### src/rtl/chain_row_pkg.sv
package chain_row_pkg;
  localparam int OPW = 3;
  localparam logic [OPW-1:0] OP_PASS   = 3'b000;
  localparam logic [OPW-1:0] OP_MUL    = 3'b001;
  localparam logic [OPW-1:0] OP_ADD    = 3'b010;
  localparam logic [OPW-1:0] OP_SUB    = 3'b011;
  localparam logic [OPW-1:0] OP_ACC    = 3'b100;
  localparam logic [OPW-1:0] OP_MULADD = 3'b101;
endpackage

### src/rtl/chain_delay.sv
module chain_delay #(
  parameter int W = 32,
  parameter int D = 1
) (
  input  logic         clk,
  input  logic         rst_n,
  input  logic [W-1:0] d,
  output logic [W-1:0] q
);
  logic [W-1:0] pipe [D];

  always_ff @(posedge clk) begin
    if (!rst_n) begin
      for (int i = 0; i < D; i++) pipe[i] <= '0;
    end else begin
      pipe[0] <= d;
      for (int i = 1; i < D; i++) pipe[i] <= pipe[i-1];
    end
  end

  assign q = pipe[D-1];
endmodule

### src/rtl/chain_pe.sv
module chain_pe
  import chain_row_pkg::*;
#(
  parameter int W = 32
) (
  input  logic           clk,
  input  logic           rst_n,
  input  logic [OPW-1:0] op,
  input  logic           x_vld,
  input  logic           x_last,
  input  logic [W-1:0]   x_data,
  input  logic [W-1:0]   b_data,
  input  logic [W-1:0]   c_data,
  output logic           y_vld,
  output logic           y_last,
  output logic [W-1:0]   y_data
);
  logic         fresh;
  logic [W-1:0] prod;
  logic [W-1:0] acc_base;
  logic [W-1:0] nxt;

  assign prod     = x_data * b_data;
  assign acc_base = fresh ? '0 : y_data;

  always_comb begin
    case (op)
      OP_MUL:    nxt = prod;
      OP_ADD:    nxt = x_data + b_data;
      OP_SUB:    nxt = x_data - b_data;
      OP_ACC:    nxt = acc_base + prod;
      OP_MULADD: nxt = prod + c_data;
      default:   nxt = x_data;
    endcase
  end

  always_ff @(posedge clk) begin
    if (!rst_n) begin
      y_vld  <= 1'b0;
      y_last <= 1'b0;
      y_data <= '0;
      fresh  <= 1'b1;
    end else begin
      y_vld <= x_vld;
      if (x_vld) begin
        y_data <= nxt;
        y_last <= x_last;
        fresh  <= x_last;
      end
    end
  end

  // one register of latency per stage
  a_r5_stage_follow: assert property (@(posedge clk) disable iff (!rst_n)
    x_vld |=> y_vld);
  a_r5_stage_idle: assert property (@(posedge clk) disable iff (!rst_n)
    !x_vld |=> !y_vld);
  // stage output holds without new input
  a_r9_hold: assert property (@(posedge clk) disable iff (!rst_n)
    !x_vld |=> $stable(y_data));
endmodule

### src/rtl/chain_row.sv
module chain_row
  import chain_row_pkg::*;
#(
  parameter int W      = 32,
  parameter int NSTAGE = 3,
  localparam int LENW  = $clog2(NSTAGE + 1)
) (
  input  logic                  clk,
  input  logic                  rst_n,
  input  logic [LENW-1:0]       cfg_len,
  input  logic [NSTAGE*OPW-1:0] cfg_ops,
  input  logic                  in_valid,
  input  logic                  in_last,
  input  logic [W-1:0]          in_a,
  input  logic [NSTAGE*W-1:0]   in_b,
  input  logic [NSTAGE*W-1:0]   in_c,
  output logic [W-1:0]          res_data,
  output logic                  res_valid,
  output logic                  res_we
);
  logic           st_vld  [NSTAGE];
  logic           st_last [NSTAGE];
  logic [W-1:0]   st_data [NSTAGE];
  logic [LENW-1:0] len_eff;
  logic [LENW-1:0] tap;
  logic            acc_in_chain;

  for (genvar k = 0; k < NSTAGE; k++) begin : g_stage
    logic [W-1:0] b_al, c_al, x_d;
    logic         x_v, x_l;
    if (k == 0) begin : g_head
      assign b_al = in_b[W-1:0];
      assign c_al = in_c[W-1:0];
      assign x_d  = in_a;
      assign x_v  = in_valid;
      assign x_l  = in_last;
    end else begin : g_tail
      chain_delay #(.W(W), .D(k)) u_bdly (
        .clk(clk), .rst_n(rst_n), .d(in_b[k*W +: W]), .q(b_al));
      chain_delay #(.W(W), .D(k)) u_cdly (
        .clk(clk), .rst_n(rst_n), .d(in_c[k*W +: W]), .q(c_al));
      assign x_d = st_data[k-1];
      assign x_v = st_vld[k-1];
      assign x_l = st_last[k-1];
    end
    chain_pe #(.W(W)) u_pe (
      .clk(clk), .rst_n(rst_n), .op(cfg_ops[k*OPW +: OPW]),
      .x_vld(x_v), .x_last(x_l), .x_data(x_d), .b_data(b_al), .c_data(c_al),
      .y_vld(st_vld[k]), .y_last(st_last[k]), .y_data(st_data[k]));
  end

  always_comb begin
    if (cfg_len == '0)                     len_eff = LENW'(1);
    else if (int'(cfg_len) > NSTAGE)       len_eff = LENW'(NSTAGE);
    else                                   len_eff = cfg_len;
    tap = len_eff - LENW'(1);
    acc_in_chain = 1'b0;
    for (int k = 0; k < NSTAGE; k++)
      if (k < int'(len_eff) && cfg_ops[k*OPW +: OPW] == OP_ACC)
        acc_in_chain = 1'b1;
  end

  assign res_valid = st_vld[tap];
  assign res_data  = st_data[tap];
  assign res_we    = res_valid & (~acc_in_chain | st_last[tap]);

  // cycles since reset, saturating, for the latency check
  logic [2:0] since_rst;
  always_ff @(posedge clk) begin
    if (!rst_n)               since_rst <= '0;
    else if (since_rst != 3'd4) since_rst <= since_rst + 3'd1;
  end

  // result valid lands exactly chain-length cycles after input valid
  a_r5_latency: assert property (@(posedge clk) disable iff (!rst_n)
    (since_rst == 3'd4 && cfg_len == $past(cfg_len) && cfg_len == $past(cfg_len, 2)
     && cfg_len == $past(cfg_len, 3))
    |-> res_valid == ((cfg_len <= LENW'(1)) ? $past(in_valid) :
                      (cfg_len == LENW'(2)) ? $past(in_valid, 2) : $past(in_valid, 3)));
  // a write never happens without a result
  a_r6_we_needs_valid: assert property (@(posedge clk) disable iff (!rst_n)
    res_we |-> res_valid);
endmodule

### config.mk
export PLATFORM = sky130hd
export DESIGN_NAME = chain_row
export DESIGN_NICKNAME = d
export VERILOG_FILES = /design/src/rtl/chain_row_pkg.sv /design/src/rtl/chain_delay.sv /design/src/rtl/chain_pe.sv /design/src/rtl/chain_row.sv
export SDC_FILE = /design/constraint.sdc
export NUM_CORES = 2
export LEC_CHECK = 0
export BUFFER_PORTS_ARGS = -buffer_cell sky130_fd_sc_hd__buf_2
export CAP_MARGIN = 20
export CORE_ASPECT_RATIO = 1.1
export CORE_MARGIN = 4
export CORE_UTILIZATION = 35
export DETAILED_ROUTE_END_ITERATION = 12
export SYNTH_ARGS = -nofsm -noshare
export SYNTH_HDL_FRONTEND = slang
export SYNTH_HIERARCHICAL = 1
export SYNTH_SLANG_ARGS = --single-unit
### constraint.sdc
create_clock -name clk -period 8.7 [get_ports clk]
set_clock_uncertainty 0.2 [all_clocks]
set_input_delay 0 -clock clk [delete_from_list [all_inputs] [get_ports clk]]
set_output_delay 0 -clock clk [all_outputs]
set_load 0.01 [all_outputs]
======== Yosys cells after proc, flatten, opt, wreduce, memory -nomap -nowiden ========
Memory sizes are Yosys's and may differ from the RTL's.
Cells that the tools add are included.
word-level totals
  memories kept ........................... 4
  bits in writable memories ............... 192
  register bits ........................... 105
  output and inout port bits .............. 34
  word-level logic and storage cells ...... 94
  input bits .............................. 239
memory list
  name                           depth  width  rd ports  clocked after Yosys merged registers in  write ports  line               text
  g_stage[2].g_tail.u_bdly.pipe  2      32     2         0                                        2            chain_delay.sv:10  logic [W-1:0] pipe [D];
  g_stage[2].g_tail.u_cdly.pipe  2      32     2         0                                        2            chain_delay.sv:10
  g_stage[1].g_tail.u_bdly.pipe  1      32     1         0                                        1            chain_delay.sv:10
  g_stage[1].g_tail.u_cdly.pipe  1      32     1         0                                        1            chain_delay.sv:10
cells by class
  equal/unequal tests ..................... 15
  add/subtract/negate cells ............... 13
  multipliers ............................. 3
  reductions and logical operators ........ 6
  $lt $le $gt $ge ......................... 4
  muxes and demuxes ....................... 29
  bitwise logic cells ..................... 8
operator list
  kind                 number
  $pmux 32 s5          3
  $mux 32              11
  $add 32x32->32       9
  $mul 32x32->32       3
  $sub 32x32->32       3
  $bmux 32 s2          1
  $reduce_or 32->1     2
  $eq 3x2->1 const B   6
  $eq 3x3->1 const B   6
  $mux 1               11
  $eq 3x1->1 const B   3
  $or 1x1->1           5
  $bmux 1 s2           2
  $lt 1x2->1 const A   2
  $ge 3x3->1 const B   1
  $logic_and 1x1->1    3
  $not 2->3            1
  $logic_not 2->1      1
  $lt 2x2->1 const A   1
  $mux 2               1
  $sub 2x1->2 const B  1
  $and 1x1->1          1
  $not 1->1            1

======== Longest topological paths before layout ========
  depth after elaboration ................. 10
  mapped depth ............................ 40
  gate-level depth less buffers ........... 37

======== Hierarchy ========
Netlist, hierarchy kept.
by module, submodules not included
  module                                       cells each  area an instance (um^2)  times used
  chain_pe at g_stage[0].u_pe                  2710        22111.2                  1
  chain_pe at g_stage[2].u_pe                  2648        21912.3                  1
  chain_pe at g_stage[1].u_pe                  2631        21802.2                  1
  chain_delay at g_stage[2].g_tail.u_bdly ...  166         2031.9                   2
  chain_delay at g_stage[1].g_tail.u_bdly ...  67          895.9                    2
  chain_row                                    121         764.5                    1

======== Least setup slack after synthesis ========
Ideal clock, no wire load.
  path type ............................... flip-flop to flip-flop
  start point ............................. reg g_stage[0].u_pe.y_data[13]
  end point ............................... reg g_stage[1].u_pe.y_data[31]
  path slack .............................. -0.292 ns
  buffers on the path ..................... 2
  arrival time ............................ 8.725 ns
  setup time .............................. 0.066 ns
  stages on the path, launching flop included .. 35
  cells stage by stage .................... dfxtp_1 > clkbuf_1 > clkbuf_1 > and2_1 > fa_1 > fa_1 > fa_1 > inv_1 > fa_1 > inv_1 > fa_1 > inv_1 > fa_1 > inv_1 > fa_1 > fa_1 > ha_1 > and4_1 > and3_1 > o2111ai_1 > o32a_1 > a21oi_1 > nand2_1 > nand2b_1 > a21oi_1 > xnor2_1 > ha_1 > a21o_1 > a21o_1 > o41ai_1 > mux2i_1 > o21ai_0 > a21oi_1 > a211o_1 > a21oi_2
between the ends
  word-level cells in the longest chain between the ends .. 3
ends and longest elaborated chain
  element                            line                            text
  from (decl)                        chain_pe.sv:16                  output logic [W-1:0] y_data
  from (signal assigned)             chain_pe.sv:46                  y_data <= nxt;
  $mul 32x32->32                     chain_pe.sv:23                  assign prod = x_data * b_data;
  $add 32x32->32 (on tied branches)  chain_pe.sv:32, chain_pe.sv:31
  $pmux 32 s5 *                      chain_pe.sv:27                  case (op)
  to (signal assigned)               chain_pe.sv:46
  to (decl)                          chain_pe.sv:16
Every way passes the cells marked *; elsewhere a longest branch is shown, timed or not.
A chain may end at the register's enable or synchronous reset.

======== Worst setup path after layout ========
  start point ............................. reg g_stage[0].u_pe.y_data[16]
  end point ............................... reg g_stage[1].u_pe.y_data[31]
The elaborated chain is that of the path after synthesis.

==> run summary <==
first-pass GRT wire length -> 417600 um
violated checks -> hold timing, setup timing
Post-synth top flop -> dfxtp_1
Distinct cells, synth -> 105
Bufs and invs on worst path -> 4
area grow syn2layout -> 21.35%
RSZ-0062 raised after global routing -> true
overall die width -> 441.8 um
Startpoint Class -> flip-flop
Worst EP required -> 9.02 ns
Overall Global Routing Usage -> 25.33%
clock transition at the registers of the reported paths -> 0.07 ns
Cell Area, Synth -> 0.07245 mm^2
routed wire length -> 277100 um
number of flops mapped to enable cells by yosys -> 0
Via density -> 5.163
Die Span Y -> 485.2 um
fin area -> 0.08791 mm^2
warnings from Yosys -> 6
CP Class -> flip-flop to flip-flop
Slew Limit Fails -> 0
DRT Pass-1 Iters -> 6
max-cap violation count -> 0
top-area cell type share of the netlist area -> 33.99%
antenna violation net count after detailed routing -> 0
Slew headroom -> 17.58%
placed inst area -> 0.08129 mm^2
Final min period -> 8.872 ns
worst-path fanout max -> 5
worst reg-to-reg path cell count -> 32
final hold vios -> 2
ratio of cells with drive above 1 in the final layout -> 17.96%
most frequent cells in the layout -> inv_1, fa_1, nand2_1
Avg Cell Area, Syn -> 8.447 um^2
worst slew pin tran -> 1.225 ns
clock network latency to the later pin of the worst-skew pair -> 0.66 ns
Mapped Cells -> 8576
Synth async-reset ratio -> 0%
sequential area share after synthesis -> 8.207%
Hold Path End -> g_stage[0].u_pe/y_data[30]$_SDFFE_PN0P_
fillers -> 20310
gpl congestion -> 0.9760
Worst Setup Slack, final -> -0.1724 ns
WHS Path Cells -> 7
CP peak stage delay -> 0.55 ns
TritonCTS buffer count -> 37
CTS tree -> built
area of the multi-input gates -> 0.06049 mm^2
outcome -> complete, but fails checks
number of global-route vias before repair -> 67740
cell chosen for the clock root -> clkbuf_16
CP Capture Type -> flip-flop
port buffer count -> 272
worst hold path type -> input pin to flip-flop
flops & latches, synth -> 297
core area -> 0.2051 mm^2
Reg2Reg Setup Slack -> -0.17 ns
die area -> 0.2143 mm^2
worst r2r src -> g_stage[0].u_pe/y_data[16]$_SDFFE_PN0P_
CTS sink cnt -> 297
# setup viols final -> 5
slowest CP cell -> fa_1
Bufs on Longest Clock Path -> 3
WHS -> -0.01792 ns
leading area contributor after synthesis -> fa_1
Residual DRC -> 0
setup tns final -> -0.5594 ns
routed len/inst -> 22.49 um
Synth area leaders -> fa_1, ha_1, dfxtp_1
crit-path most repeated cell -> fa_1
DR iter-0 viols -> 4242
Post-layout nets -> 11580
Initial Utilization -> 35.33%
most common cell after layout, fill and taps aside -> inv_1
initial antenna violation count -> 21
Layout Utilization -> 42.87%
min-delay src -> in_c[30]
family with the most delay on the worst path -> adder cells
Syn Nets -> 10610
Max Clock Freq -> 112.7 MHz
crit path DAT -> 9.19 ns
GRT overflow -> 0
storage element area -> 0.006066 mm^2
FP Rows -> 174
r2r endpoint -> g_stage[1].u_pe/y_data[31]$_SDFFE_PN0P_
H-tree Lvls -> 2
I/O pins -> 273
dpl hpwl -> 229600 um
largest net degree at the start of global routing -> 130
fin crit share -> 102.0%
vias -> 63620
-- metrics by stage --
stage / instances / worst slack, ns
after floorplan: 8576 / 0.007182
after global routing: 12310 / -0.4910
after detailed placement: 11850 / -0.5492
after CTS: 12270 / -0.2104
after global placement: 11850 / -0.5078
final: 12320 / -0.1724
-- worst register-to-register path: cells and delay by family (launching register included) --
family | cells | cell delay, ns
buf+inv | 4 | 0.38
compound gates | 11 | 1.97
flops | 1 | 0.38
xor+xnor | 1 | 0.16
fa+ha+maj | 10 | 4.64
mux | 1 | 0.27
simple gates | 5 | 0.77
-- worst max-delay path by stage --
| stage | start | end | slack (ns) | depth (start not counted) |
|---|---|---|---|---|
| 3_5_place_dp | g_stage[0].u_pe/y_data[12]$_SDFFE_PN0P_ | g_stage[1].u_pe/y_data[31]$_SDFFE_PN0P_ | -0.55 | 33 |
| 3_3_place_gp | g_stage[0].u_pe/y_data[12]$_SDFFE_PN0P_ | g_stage[1].u_pe/y_data[31]$_SDFFE_PN0P_ | -0.51 | 33 |
| 5_1_grt | g_stage[0].u_pe/y_data[6]$_SDFFE_PN0P_ | g_stage[1].u_pe/y_data[31]$_SDFFE_PN0P_ | -0.49 | 37 |
| 4_1_cts | g_stage[0].u_pe/y_data[14]$_SDFFE_PN0P_ | g_stage[1].u_pe/y_data[30]$_SDFFE_PN0P_ | -0.21 | 34 |
| 2_1_floorplan | g_stage[0].u_pe/y_data[13]$_SDFFE_PN0P_ | g_stage[1].u_pe/y_data[31]$_SDFFE_PN0P_ | 0.007 | 34 |
| 6_report | g_stage[0].u_pe/y_data[16]$_SDFFE_PN0P_ | g_stage[1].u_pe/y_data[31]$_SDFFE_PN0P_ | -0.17 | 32 |
-- synth_stat cells (all sizes together) (64+ instances only) --
cell,number
a21o,112
nand3b,64
a21oi,337
buf,107
inv,1335
nor2,273
ha,561
dfxtp,297
and2,1037
fa,1230
xor2,166
xnor2,326
nand2,1135
clkbuf,420
nand2b,74
o21ai,286
-- timing repair --
action	4_1_cts	5_1_grt
resized for setup	106	286
setup buffers	25	34
pin swaps	71	188
cloned	0	0
hold buffers	325	0
endpoints found under the setup margin	17	38
hold endpoints to repair	202	0
-- final cells by class --
class	instances	share of cell area, %
Multi-Input combinational cell	6416	68.81
Timing Repair Buffer	1463	13.22
Antenna cell	15	0.04270
Sequential cell	297	6.900
Clock buffer	45	1.133
Inverter	1335	5.700
Tap cell	2728	3.883
Clock inverter	22	0.3046
-- per-layer routing --
metal	vias up	part of all wire, %	track usage (%)
li1	28700	-	-
met1	31950	40	31.32
met2	2310	47	42.57
met3	651	5.9	3.164
met4	6	7.0	14.64
met5	-	0.015	0
-- logic make-up after synthesis --
kind of cell / share of synthesized area (%)
mux: 0.6511
xor+xnor: 6.074
flops: 8.207
fa+ha+maj: 43.68
simple gates: 20.42
buf+inv: 10.19
compound gates: 10.78
-- registers in the layout, summed over array words and instances, names as in the netlist --
register	count
g_stage.g_tail.u_cdly/pipe	96
g_stage.u_pe/fresh	3
g_stage.u_pe/y_data	96
g_stage.u_pe/y_last	3
g_stage.g_tail.u_bdly/pipe	96
g_stage.u_pe/y_vld	3
Power is not shown: default switching activity piles up to over one toggle a cycle in this logic, so the estimate is an artifact.
